==> config.mk <==
export PLATFORM = sky130hd
export DESIGN_NAME = sbus3_master
export DESIGN_NICKNAME = d
export VERILOG_FILES = /design/src/rtl/sbus3_master.sv
export SDC_FILE = /design/constraint.sdc
export NUM_CORES = 1
export LEC_CHECK = 0
export ABC_AREA = 0
export ABC_CLOCK_PERIOD_IN_PS = 3250
export BUFFER_PORTS_ARGS = -buffer_cell sky130_fd_sc_hd__buf_2
export CORE_AREA = 3 3 106 108
export DETAILED_ROUTE_END_ITERATION = 8
export DIE_AREA = 0 0 109 111
export PLACE_DENSITY = 0.69
export REMOVE_ABC_BUFFERS = 1
export SLEW_MARGIN = 10
export SYNTH_ARGS = -nofsm -noshare
export SYNTH_HDL_FRONTEND = slang
export SYNTH_SLANG_ARGS = --single-unit
==> constraint.sdc <==
create_clock -name clk -period 3.25 [get_ports clk]
set_input_delay 0.325 -clock clk [delete_from_list [all_inputs] [get_ports clk]]
set_output_delay 0.325 -clock clk [all_outputs]
set_load 0.02 [all_outputs]
==> src/rtl/sbus3_master.sv <==
module sbus3_master #(
  parameter int SETUP_CYC = 125,
  parameter int HALF_CYC  = 1250,
  parameter int LEN_W     = 16
) (
  input  logic             clk,
  input  logic             rst_n,
  input  logic             start,
  input  logic             dir_wr,
  input  logic [LEN_W-1:0] bit_len,
  output logic             busy,
  output logic             done,
  output logic [LEN_W-1:0] moved_bits,
  input  logic [7:0]       in_data,
  input  logic             in_valid,
  output logic             in_ready,
  output logic [7:0]       out_data,
  output logic             out_valid,
  output logic             bus_ce,
  output logic             bus_clk,
  output logic             bus_wr,
  output logic             dat_o,
  output logic             dat_oe,
  input  logic             dat_i
);
  // HALF_CYC must be at least 2 so a new write bit never moves on a rising clock edge.
  localparam int CMAX = (SETUP_CYC > HALF_CYC) ? SETUP_CYC : HALF_CYC;
  localparam int CW   = $clog2(CMAX + 1);

  typedef enum logic [3:0] {
    S_IDLE, S_DIR, S_WRSET, S_CEHOLD, S_FETCH, S_SETTLE, S_HIGH, S_LOW, S_END
  } st_t;

  st_t              st;
  logic [CW-1:0]    cnt;
  logic [LEN_W-1:0] len_q, nbit;
  logic             dir_q;
  logic [7:0]       sh, acc;

  wire            in_bit   = (st == S_HIGH) || (st == S_LOW);
  wire [CW-1:0]   lim      = in_bit ? CW'(HALF_CYC - 1) : CW'(SETUP_CYC - 1);
  wire            tick     = (cnt == lim);
  wire [2:0]      bpos     = nbit[2:0];
  wire            last_bit = ((nbit + LEN_W'(1)) == len_q);
  wire [7:0]      acc_nx   = acc | ({7'd0, dat_i} << bpos);

  assign busy     = (st != S_IDLE);
  assign in_ready = (st == S_FETCH);

  always_ff @(posedge clk) begin
    if (!rst_n) begin
      st <= S_IDLE; cnt <= '0; len_q <= '0; nbit <= '0; dir_q <= 1'b0;
      sh <= '0; acc <= '0; done <= 1'b0; moved_bits <= '0;
      out_data <= '0; out_valid <= 1'b0;
      bus_ce <= 1'b0; bus_clk <= 1'b0; bus_wr <= 1'b0; dat_o <= 1'b0; dat_oe <= 1'b0;
    end else begin
      done      <= 1'b0;
      out_valid <= 1'b0;
      case (st)
        S_IDLE: begin
          cnt <= '0;
          if (start) begin
            dir_q  <= dir_wr;
            len_q  <= bit_len;
            nbit   <= '0;
            acc    <= '0;
            dat_o  <= 1'b0;
            dat_oe <= dir_wr;
            st     <= S_DIR;
          end
        end
        S_DIR: begin
          bus_wr <= dir_q;
          cnt    <= '0;
          st     <= S_WRSET;
        end
        S_WRSET: begin
          if (tick) begin
            bus_ce <= 1'b1;
            cnt    <= '0;
            st     <= S_CEHOLD;
          end else cnt <= cnt + 1'b1;
        end
        S_CEHOLD: begin
          if (tick) begin
            cnt <= '0;
            if (len_q == '0) st <= S_END;
            else if (dir_q) st <= S_FETCH;
            else begin
              bus_clk <= 1'b1;
              st      <= S_HIGH;
            end
          end else cnt <= cnt + 1'b1;
        end
        S_FETCH: begin
          if (in_valid) begin
            sh    <= in_data;
            dat_o <= in_data[0];
            st    <= S_SETTLE;
          end
        end
        S_SETTLE: begin
          bus_clk <= 1'b1;
          cnt     <= '0;
          st      <= S_HIGH;
        end
        S_HIGH: begin
          if (tick) begin
            bus_clk <= 1'b0;
            cnt     <= '0;
            nbit    <= nbit + 1'b1;
            st      <= S_LOW;
            if (!dir_q) begin
              if (bpos == 3'd7 || last_bit) begin
                out_data  <= acc_nx;
                out_valid <= 1'b1;
                acc       <= '0;
              end else acc <= acc_nx;
            end
          end else cnt <= cnt + 1'b1;
        end
        S_LOW: begin
          if (cnt == '0 && dir_q) begin
            sh    <= sh >> 1;
            dat_o <= sh[1];
          end
          if (tick) begin
            cnt <= '0;
            if (nbit == len_q) st <= S_END;
            else if (dir_q && bpos == 3'd0) st <= S_FETCH;
            else begin
              bus_clk <= 1'b1;
              st      <= S_HIGH;
            end
          end else cnt <= cnt + 1'b1;
        end
        S_END: begin
          bus_ce     <= 1'b0;
          bus_wr     <= 1'b0;
          dat_oe     <= 1'b0;
          dat_o      <= 1'b0;
          done       <= 1'b1;
          moved_bits <= nbit;
          st         <= S_IDLE;
        end
        default: st <= S_IDLE;
      endcase
    end
  end

  assert_clk_inside_ce_R4: assert property (@(posedge clk) disable iff (!rst_n)
    bus_clk |-> bus_ce);
  assert_data_stable_high_R5: assert property (@(posedge clk) disable iff (!rst_n)
    bus_clk |-> $stable(dat_o));
  assert_ready_clk_low_R5: assert property (@(posedge clk) disable iff (!rst_n)
    in_ready |-> !bus_clk);
  assert_wr_fixed_in_frame_R2: assert property (@(posedge clk) disable iff (!rst_n)
    (bus_ce && $past(bus_ce)) |-> $stable(bus_wr));
  assert_read_strobe_undriven_R6: assert property (@(posedge clk) disable iff (!rst_n)
    out_valid |-> !dat_oe);
  assert_done_after_ce_R7: assert property (@(posedge clk) disable iff (!rst_n)
    done |-> (!bus_ce && !busy));
  assert_start_busy_ignored_R8: assert property (@(posedge clk) disable iff (!rst_n)
    (busy && !done && bus_ce) |=> (busy || done));
endmodule

Word-level counts from Yosys, hierarchy flattened:

Index checks and enable logic that the tools add are counted.

* reductions and logical operators: 30
* add/sub/neg operators: 2
* multiplexer cells: 44
* shift-type cells: 1
* bitwise logic cells: 5
* eq/ne operators: 24

Operator list (number)
* 8-bit two-way mux: 6
* 16-bit == test: 2
* 16-bit two-way mux: 2
* 4-bit two-way mux: 8
* 16-bit case mux with 2 select lines: 1
* 4-bit case mux with 8 select lines: 1
* 8-bit case mux with 2 select lines: 2
* 11-bit two-way mux: 2
* 2-bit inequality test, second input constant: 11
* 11-bit case mux with 2 select lines: 1
* 16-bit by 1-bit adder with 16-bit output, second input constant: 1
* 4-bit by 3-bit == test with 1-bit output, second input constant: 4
* 16-bit logical NOT: 1
* 1-bit two-way mux: 14
* 4-bit AND reduction: 3
* 2-bit nonzero test: 6
* 4-bit nonzero test: 3
* 11-bit by 1-bit adder with 11-bit output, second input constant: 1
* 11-bit == test: 1
* 11-bit logical NOT: 1
* 4-bit by 2-bit == test with 1-bit output, second input constant: 2
* 8-bit OR: 1
* 1-bit case mux with 4 select lines: 2
* 8-bit AND reduction: 1
* 17 further kinds: 29

* register bits after elaboration: 95
* word-level logic and storage cells: 122
* input bits: 30
* output and inout bits: 33

Longest topological paths before layout:

Gate-level depths: netlist of run 1.

* word-level depth: 7
* depth in mapped cells: 10
* depth with buffers taken out: 7

Least setup slack after synthesis of run 1:

Ideal clock, no wire load.

* path type: register to register
* start point: register nbit[1]
* end point: register acc[0]
* clock period less this slack: 2.628 ns
* path slack: 0.622 ns
* arrival: 2.494 ns
* library setup time: 0.135 ns
* buffers on the path: 2
* cell stages (with the launch flop): 9
* cell sequence: dfxtp_1 ha_1 nand3_1 or4_4 buf_6 or4_4 buf_6 a2111oi_4 o41ai_1

* word-level cells in the longest chain between the ends: 7
* elaborated cells on any way between the ends: 10

RTL lines
* from (decl): line 36 `logic [LEN_W-1:0] len_q, nbit;`
* from (signal assigned): line 111 `nbit <= nbit + 1'b1;`
* 16-bit by 1-bit adder with 16-bit output: line 44 `wire last_bit = ((nbit + LEN_W'(1)) == len_q);`
* 16-bit == test: line 44
* 1-bit logical OR: line 114 `if (bpos == 3'd7 || last_bit) begin`
* 8-bit two-way mux (*): line 114
* 8-bit two-way mux (*): line 113 `if (!dir_q) begin`
* 8-bit two-way mux (*): line 108 `if (tick) begin`
* 8-bit case mux with 2 select lines (*): line 59 `case (st)`
* to (signal assigned): line 118 `end else acc <= acc_nx;`
* to (decl): line 38 `logic [7:0] sh, acc;`

Every way passes the cells marked *; elsewhere a longest branch is shown, timed or not. The select of a mux whose other input is x is not followed.
A chain may end at the register's enable or synchronous reset.

Worst setup path in the final report of run 1:

* start point: register nbit[2]
* end point: register acc[4]

Same word-level chain as after synthesis.

==> results of run 1 <==
==> worst paths after layout <==
path | start | to | slack, ns
worst max-delay path | nbit[2] | acc[4] | 0.28
worst min-delay path | bit_len[4] | len_q[4] | 0.19
worst max register to register | nbit[2] | acc[4] | 0.28
worst min register to register | moved_bits[10] | moved_bits[10] | 0.46
==> where the power goes <==
part           internal [W]  leakage (nW)  switching [W]
registers           0.00127         0.762       0.000152
logic              0.000437          1.21       0.000821
clock network      0.000289        0.0821       0.000386
total               0.00199          2.05        0.00136
==> through the flow <==
stage                     cells  power [W]  hold WS, ns
after floorplan             614    0.00224        0.437
after global placement      827    0.00266        0.442
after detailed placement    827    0.00269        0.454
after CTS                   841    0.00336        0.183
after global routing        841    0.00358        0.191
final                       841    0.00335        0.192
==> flip-flops by register name (all words and copies together), names as in the netlist <==
register and cells:
bus_wr 1, out_valid 1, len_q 16, st 4, nbit 16, sh 7, out_data 8, dat_oe 1
dat_o 1, acc 8, moved_bits 16, done 1, cnt 11, dir_q 1, bus_clk 1, bus_ce 1
==> cell families (layout without fill, tap and decap cells) <==
| family | Yosys count | after routing |
|---|---|---|
| AOI/OAI and AO/OA | 162 | 162 |
| xor gates and xnor gates | 34 | 34 |
| adders and majority gates | 5 | 5 |
| buffers and inverters | 57 | 99 |
| DFF | 94 | 94 |
| muxes | 11 | 11 |
| and+or+nand+nor | 300 | 300 |
==> worst reg2reg max path, cell delays in order (launching register included) <==
cell       delay (ns)
dfxtp_1          0.48
nand3_1          0.31
or4_4            0.55
or4_4            0.64
a2111oi_4        0.68
o41ai_1          0.16
==> final cells by class <==
class                      instances  area [sq um]  share of cell area [%]
sequential                        94          1880                    32.9
clock buffer                      12           145                    2.54
clock inverter                     2          10.0                   0.175
tap                              136           170                    2.97
inverter                           8          30.0                   0.525
multi-input combinational        512          3060                    53.5
timing repair buffer              77           423                    7.39
==> placed cells by master (no fill, tap or decap), types with 3 or more instances in the layout <==
| cell type | netlist | final |
|---|---|---|
| nor2_1 | 47 | 47 |
| buf_2 | 4 | 62 |
| clkbuf_8 | 0 | 10 |
| or3_1 | 14 | 14 |
| nor4b_1 | 4 | 4 |
| nor4_1 | 8 | 8 |
| a311oi_1 | 8 | 8 |
| xor2_1 | 8 | 8 |
| o41ai_1 | 8 | 8 |
| o21a_1 | 8 | 8 |
| dfxtp_1 | 94 | 94 |
| o31ai_1 | 9 | 9 |
| and4_1 | 3 | 3 |
| inv_1 | 8 | 8 |
| nor2b_1 | 3 | 3 |
| o211ai_1 | 15 | 15 |
| and3_1 | 6 | 6 |
| a21o_1 | 3 | 3 |
| nand2b_1 | 3 | 3 |
| a21oi_1 | 40 | 40 |
| xnor2_1 | 26 | 26 |
| and2_1 | 7 | 7 |
| nand4_1 | 9 | 9 |
| a211o_1 | 8 | 8 |
| a21boi_0 | 23 | 23 |
| buf_4 | 0 | 15 |
| o21ai_0 | 13 | 13 |
| nor3_1 | 27 | 27 |
| nand3_1 | 31 | 31 |
| nand2_1 | 122 | 122 |
| ha_1 | 5 | 5 |
| a31oi_1 | 10 | 10 |
| mux2i_1 | 10 | 10 |
==> metal layers <==
layer / wire, microns / up-vias
li1: - / 2458
met4: 308 / 0
met1: 6470 / 2306
met2: 6470 / 170
met5: 0 / -
met3: 727 / 28
==> qor.yml, run 1 <==
cells_and_area:
  final_area_sq_um: 5720
  nets: 737
  drive_above_1_share_pct: 14.2
  area_delta_synth_final_pct: 10.6
  fillers: 993
  antenna_cells: 0
  final_util_pct: 55.4
synth:
  synth_top_area_share_pct: 36.4
  ys_seq_area_share_pct: 36.4
  async_reset_ff_share_pct: 0
  synthSimpleGateAreaFrac_pct: 27.9
  synth_seq_cells: 94
  synth_top_family_by_area: "simple AND/OR/NAND/NOR gates"
  synth_compound_area_share_pct: 22.1
  yosysTopAreaCell: "dfxtp_1"
  ys_top_cells_by_count: "nand2_1 (122), dfxtp_1 (94), nor2_1 (47), a21oi_1 (40), clkbuf_1 (40)"
  yosys.cell_count.top_type: "nand2_1"
  synth_edf_count: 0
  syn_area_sq_um: 5170
  synth_xor_area_share_pct: 5.76
  yosys_warnings: 0
  avgSynthCellArea_sq_um: 7.80
  synth_area_leaders: "dfxtp_1 (36%), nand2_1 (8.9%), xnor2_1 (4.4%)"
  synth_cell_type_count: 58
  ys.flop_type: "dfxtp_1"
  syn_inst: 663
  synthAdderAreaFrac_pct: 1.21
  muxShareOfSynthArea_pct: 2.15
global_route:
  grt_antenna_before_repair: 0
  grt_pass1_wl_microns: 23100
  grt_overflow: 0
  use_met1_pct: 32.4
  use_met2_pct: 37.8
  grt_usage_pct: 23.8
  met3_usage_pct: 2.97
  grt-busiest-layer: "met2"
  grt_max_degree: 43
  grt_pass1_vias: 4698
sta:
  rsz0062_at_grt: "no"
  final_hold_viol_count: 0
  fin_worst_skew_ns: 0.00798
  report.final.slew_viol_count: 0
  fmax_ghz: 0.336
  relSlewSlack_pct: 38.3
  period_share_pct: 91.5
  period_needed_ns: 2.97
  tightest_slew_ns: 0.925
  fin_tns_setup_ns: 0
  setup_slack_ns: 0.277
  finalSetupViolations: 0
critical_path:
  critPathMaxStageDelay_ns: 0.67
  worst_path_max_delay_cell: "a2111oi_4"
  path_depth: 5
  worst-setup-path-type: "register to register"
  cp-end-kind: "register"
  cp_num_buf_inv: 0
  critPathMaxFanout: 17
  cp.arrival_ns: 3.19
  critical-path-top-delay-family: "simple AND/OR/NAND/NOR gates"
  start_kind: "register"
  r2r_cells: 5
  crit_chain: "nand3_1 -> or4_4 -> or4_4 -> a2111oi_4 -> o41ai_1"
  cp.required_ns: 3.46
  crit_top_cell: "or4_4"
drt:
  drt_iter0_drc: 333
  vias: 4962
  routedWlPerCell_microns: 16.6
  drc: 0
  firstDrtPassIters: 5
  routed_wl_microns: 14000
  antenna_left: 0
  vias_per_cell: 5.90
floorplan:
  io_pins: 63
  die_h_microns: 111
  core_area_sq_um: 10300
  die_area_sq_um: 12100
  rows: 37
  dieWidth_microns: 109
  start_util_pct: 50.1
cts:
  htreeDepth: 3
  clock_sinks: 94
  cts_buffers: 9
  postCtsSetupRepairBufs: 0
  cts_hold_buf: 0
  cts_tree: "built"
  clk_pin_slew_ns: 0.08
  ctsResizeCount: 0
  cts_root_buf: "clkbuf_8"
  clock_latency_ns: 0.36
  clockBufferDepth: 2
power_and_ir_drop:
  ir_worst_vdd_mv: 0.329
  cellLeakagePower_nw: 2.05
  power_density_nw_per_um2: 585
placement:
  dp_slack_ns: 0.329
  io_buffers: 62
  place.gp.congestion: 0.938
  hpwl_microns: 10200
  post_dp_cell_area_sq_um: 5570
status:
  status: "finished, final reports clean"
worst_hold_path:
  hold_depth: 3
  hold_path_class: "input port to register"
flow_run:
  maxCapViolations: 0
(Power assumes the default switching activity.)
==> run 2, diff against run 1 <==
--- a/config.mk
+++ b/config.mk
@@ -8,10 +8,12 @@
 export ABC_AREA = 0
 export ABC_CLOCK_PERIOD_IN_PS = 3250
 export BUFFER_PORTS_ARGS = -buffer_cell sky130_fd_sc_hd__buf_2
-export CORE_AREA = 3 3 106 108
+export CORE_AREA = 3 3 112 114
+export CTS_BUF_LIST = sky130_fd_sc_hd__clkbuf_4 sky130_fd_sc_hd__clkbuf_8
 export DETAILED_ROUTE_END_ITERATION = 8
-export DIE_AREA = 0 0 109 111
-export PLACE_DENSITY = 0.69
+export DIE_AREA = 0 0 115 117
+export HOLD_SLACK_MARGIN = 0.05
+export PLACE_DENSITY = 0.63
 export REMOVE_ABC_BUFFERS = 1
 export SLEW_MARGIN = 10
 export SYNTH_ARGS = -nofsm -noshare
==> run 2 against run 1 <==
- via count increased by 0.12%
- cell count increased by 1.5%
- fmax decreased by 1.5%
- register-to-register slack got worse by 0.05 ns
- clock skew increased by 0.0074 ns
- critical endpoint is now acc[1]
==> qor.yml, run 2 (synthesis gave the netlist of run 1 again) <==
cells_and_area:
  final_util_pct: 50.4  # -5.0 points
  fillers: 1174  # +18%
  final_area_sq_um: 5810  # +1.5%
  final_common_cell: "nand2_1"
  drive_above_1_share_pct: 15.2  # +1.0 points
  final_cell_mix: "nand2_1 (122), dfxtp_1 (94), buf_2 (62), nor2_1 (47), a21oi_1 (40)"
  nets: 741  # +0.54%
  antenna_cells: 0  # unchanged
  multi_input_area_sq_um: 3060  # unchanged
  area_delta_synth_final_pct: 12.3
  reg_top3: "len_q: 16 flops, moved_bits: 16 flops, nbit: 16 flops"
  area.sequential_sq_um: 1880  # unchanged
  final_cells: 854  # +1.5%
placement:
  dp_cells: 838  # +1.3%
  place.gp.congestion: 0.909  # -3.2%
  io_buffers: 62  # unchanged
  hpwl_microns: 10200  # -0.18%
  post_dp_cell_area_sq_um: 5610  # +0.70%
floorplan:
  die_area_sq_um: 13500  # +11%
  rows: 39  # +5.4%
  die_h_microns: 117  # +5.4%
  dieWidth_microns: 115  # +5.5%
  start_util_pct: 44.9  # -5.2 points
  io_pins: 63  # unchanged
  core_area_sq_um: 11500  # +12%
global_route:
  grt_max_degree: 39  # -9.3%
  grt_antenna_before_repair: 0  # unchanged
  grt_pass1_vias: 4743  # +0.96%
  grt_usage_pct: 21.8  # -1.9 points
  grt_pass1_wl_microns: 23400  # +1.1%
  grt_overflow: 0  # unchanged
cts:
  ctsResizeCount: 0  # unchanged
  htreeDepth: 3  # unchanged
  clk_pin_slew_ns: 0.10  # +0.02 ns
  cts_buffers: 9  # unchanged
  cts_hold_buf: 0  # unchanged
  cts_tree: "built"
  clockBufferDepth: 2  # unchanged
  postCtsSetupRepairBufs: 0  # unchanged
  clock_latency_ns: 0.39  # +0.03 ns
  clock_sinks: 94  # unchanged
  cts_root_buf: "clkbuf_8"
worst_hold_path:
  hold_depth: 3  # unchanged
  hold_path_class: "input port to register"
sta:
  fin_tns_setup_ns: 0  # unchanged
  rsz0062_at_grt: "no"
  tightest_slew_ns: 0.895  # -0.0302 ns
  finalSetupViolations: 0  # unchanged
  final_hold_viol_count: 0  # unchanged
  report.final.slew_viol_count: 0  # unchanged
  relSlewSlack_pct: 40.3  # +2.0 points
  fmax_ghz: 0.331  # -1.5%
  period_share_pct: 92.9  # +1.4 points
  period_needed_ns: 3.02  # +0.0450 ns
  fin_worst_skew_ns: 0.0154  # +0.00741 ns
drt:
  drt_iter0_drc: 340  # +2.1%
  routedWlPerCell_microns: 16.6  # about the same
  vias_per_cell: 5.82  # -1.4%
  routed_wl_microns: 14200  # +1.5%
  antenna_left: 0  # unchanged
  drc: 0  # unchanged
  vias: 4968  # +0.12%
  firstDrtPassIters: 5  # unchanged
critical_path:
  cp.arrival_ns: 3.25  # +0.06 ns
  r2r_cells: 6  # +1
  start_kind: "register"
  cp-end-kind: "register"
  cp.required_ns: 3.48  # +0.02 ns
  critPathMaxFanout: 17  # unchanged
  worst-setup-path-type: "register to register"
power_and_ir_drop:
  power_density_nw_per_um2: 599  # +2.4%
  cellLeakagePower_nw: 2.09  # +1.7%
  ir_worst_vdd_mv: 0.290  # -12%
  p_total_w: 0.00348  # +3.9%
flow_run:
  maxCapViolations: 0  # unchanged
status:
  status: "finished, final reports clean"
-- run 2: where the power goes --
group          internal, W  switching, W
clock             0.000385      0.000431
combinational     0.000438      0.000788
sequential         0.00126      0.000175
total              0.00209       0.00139
-- run 2: metal layers --
metal	share of wire (%)	GRT usage [%]	vias up	routed length, microns
li1	-	-	2466	-
met2	49	37.1	125	6920
met1	44	27.2	2352	6260
met5	0	0	-	0
met3	4.7	5.30	25	671
met4	2.4	7.59	0	337
-- run 2: area by class of cell --
| class | count | area share [%] |
|---|---|---|
| Multi-Input combinational cell | 512 | 52.7 |
| Sequential cell | 94 | 32.4 |
| Timing Repair Buffer | 81 | 7.80 |
| Tap cell | 143 | 3.08 |
| Clock buffer | 11 | 2.50 |
| Clock inverter | 5 | 1.01 |
| Inverter | 8 | 0.517 |
-- run 2: stage by stage --
step | hold WS [ns] | worst slack, ns
final | 0.174 | 0.232
after CTS | 0.160 | 0.245
after global routing | 0.162 | 0.0618
after global placement | 0.443 | 0.358
after floorplan | 0.437 | -0.609
after detailed placement | 0.455 | 0.267
-- run 2: final timing paths --
check	slack [ns]	endpoint	start
worst max register to register	0.23	acc[1]	nbit[0]
worst min-delay path	0.17	len_q[14]	bit_len[14]
worst min register to register	0.46	moved_bits[11]	moved_bits[11]
worst max-delay path	0.23	acc[1]	nbit[0]
-- run 2: critical path: stages (launching register included) --
cell,delay (ns)
dfxtp_1,0.58
ha_1,0.24
nand3_1,0.09
or4_4,0.47
or4_4,0.64
a2111oi_4,0.67
o41ai_1,0.16
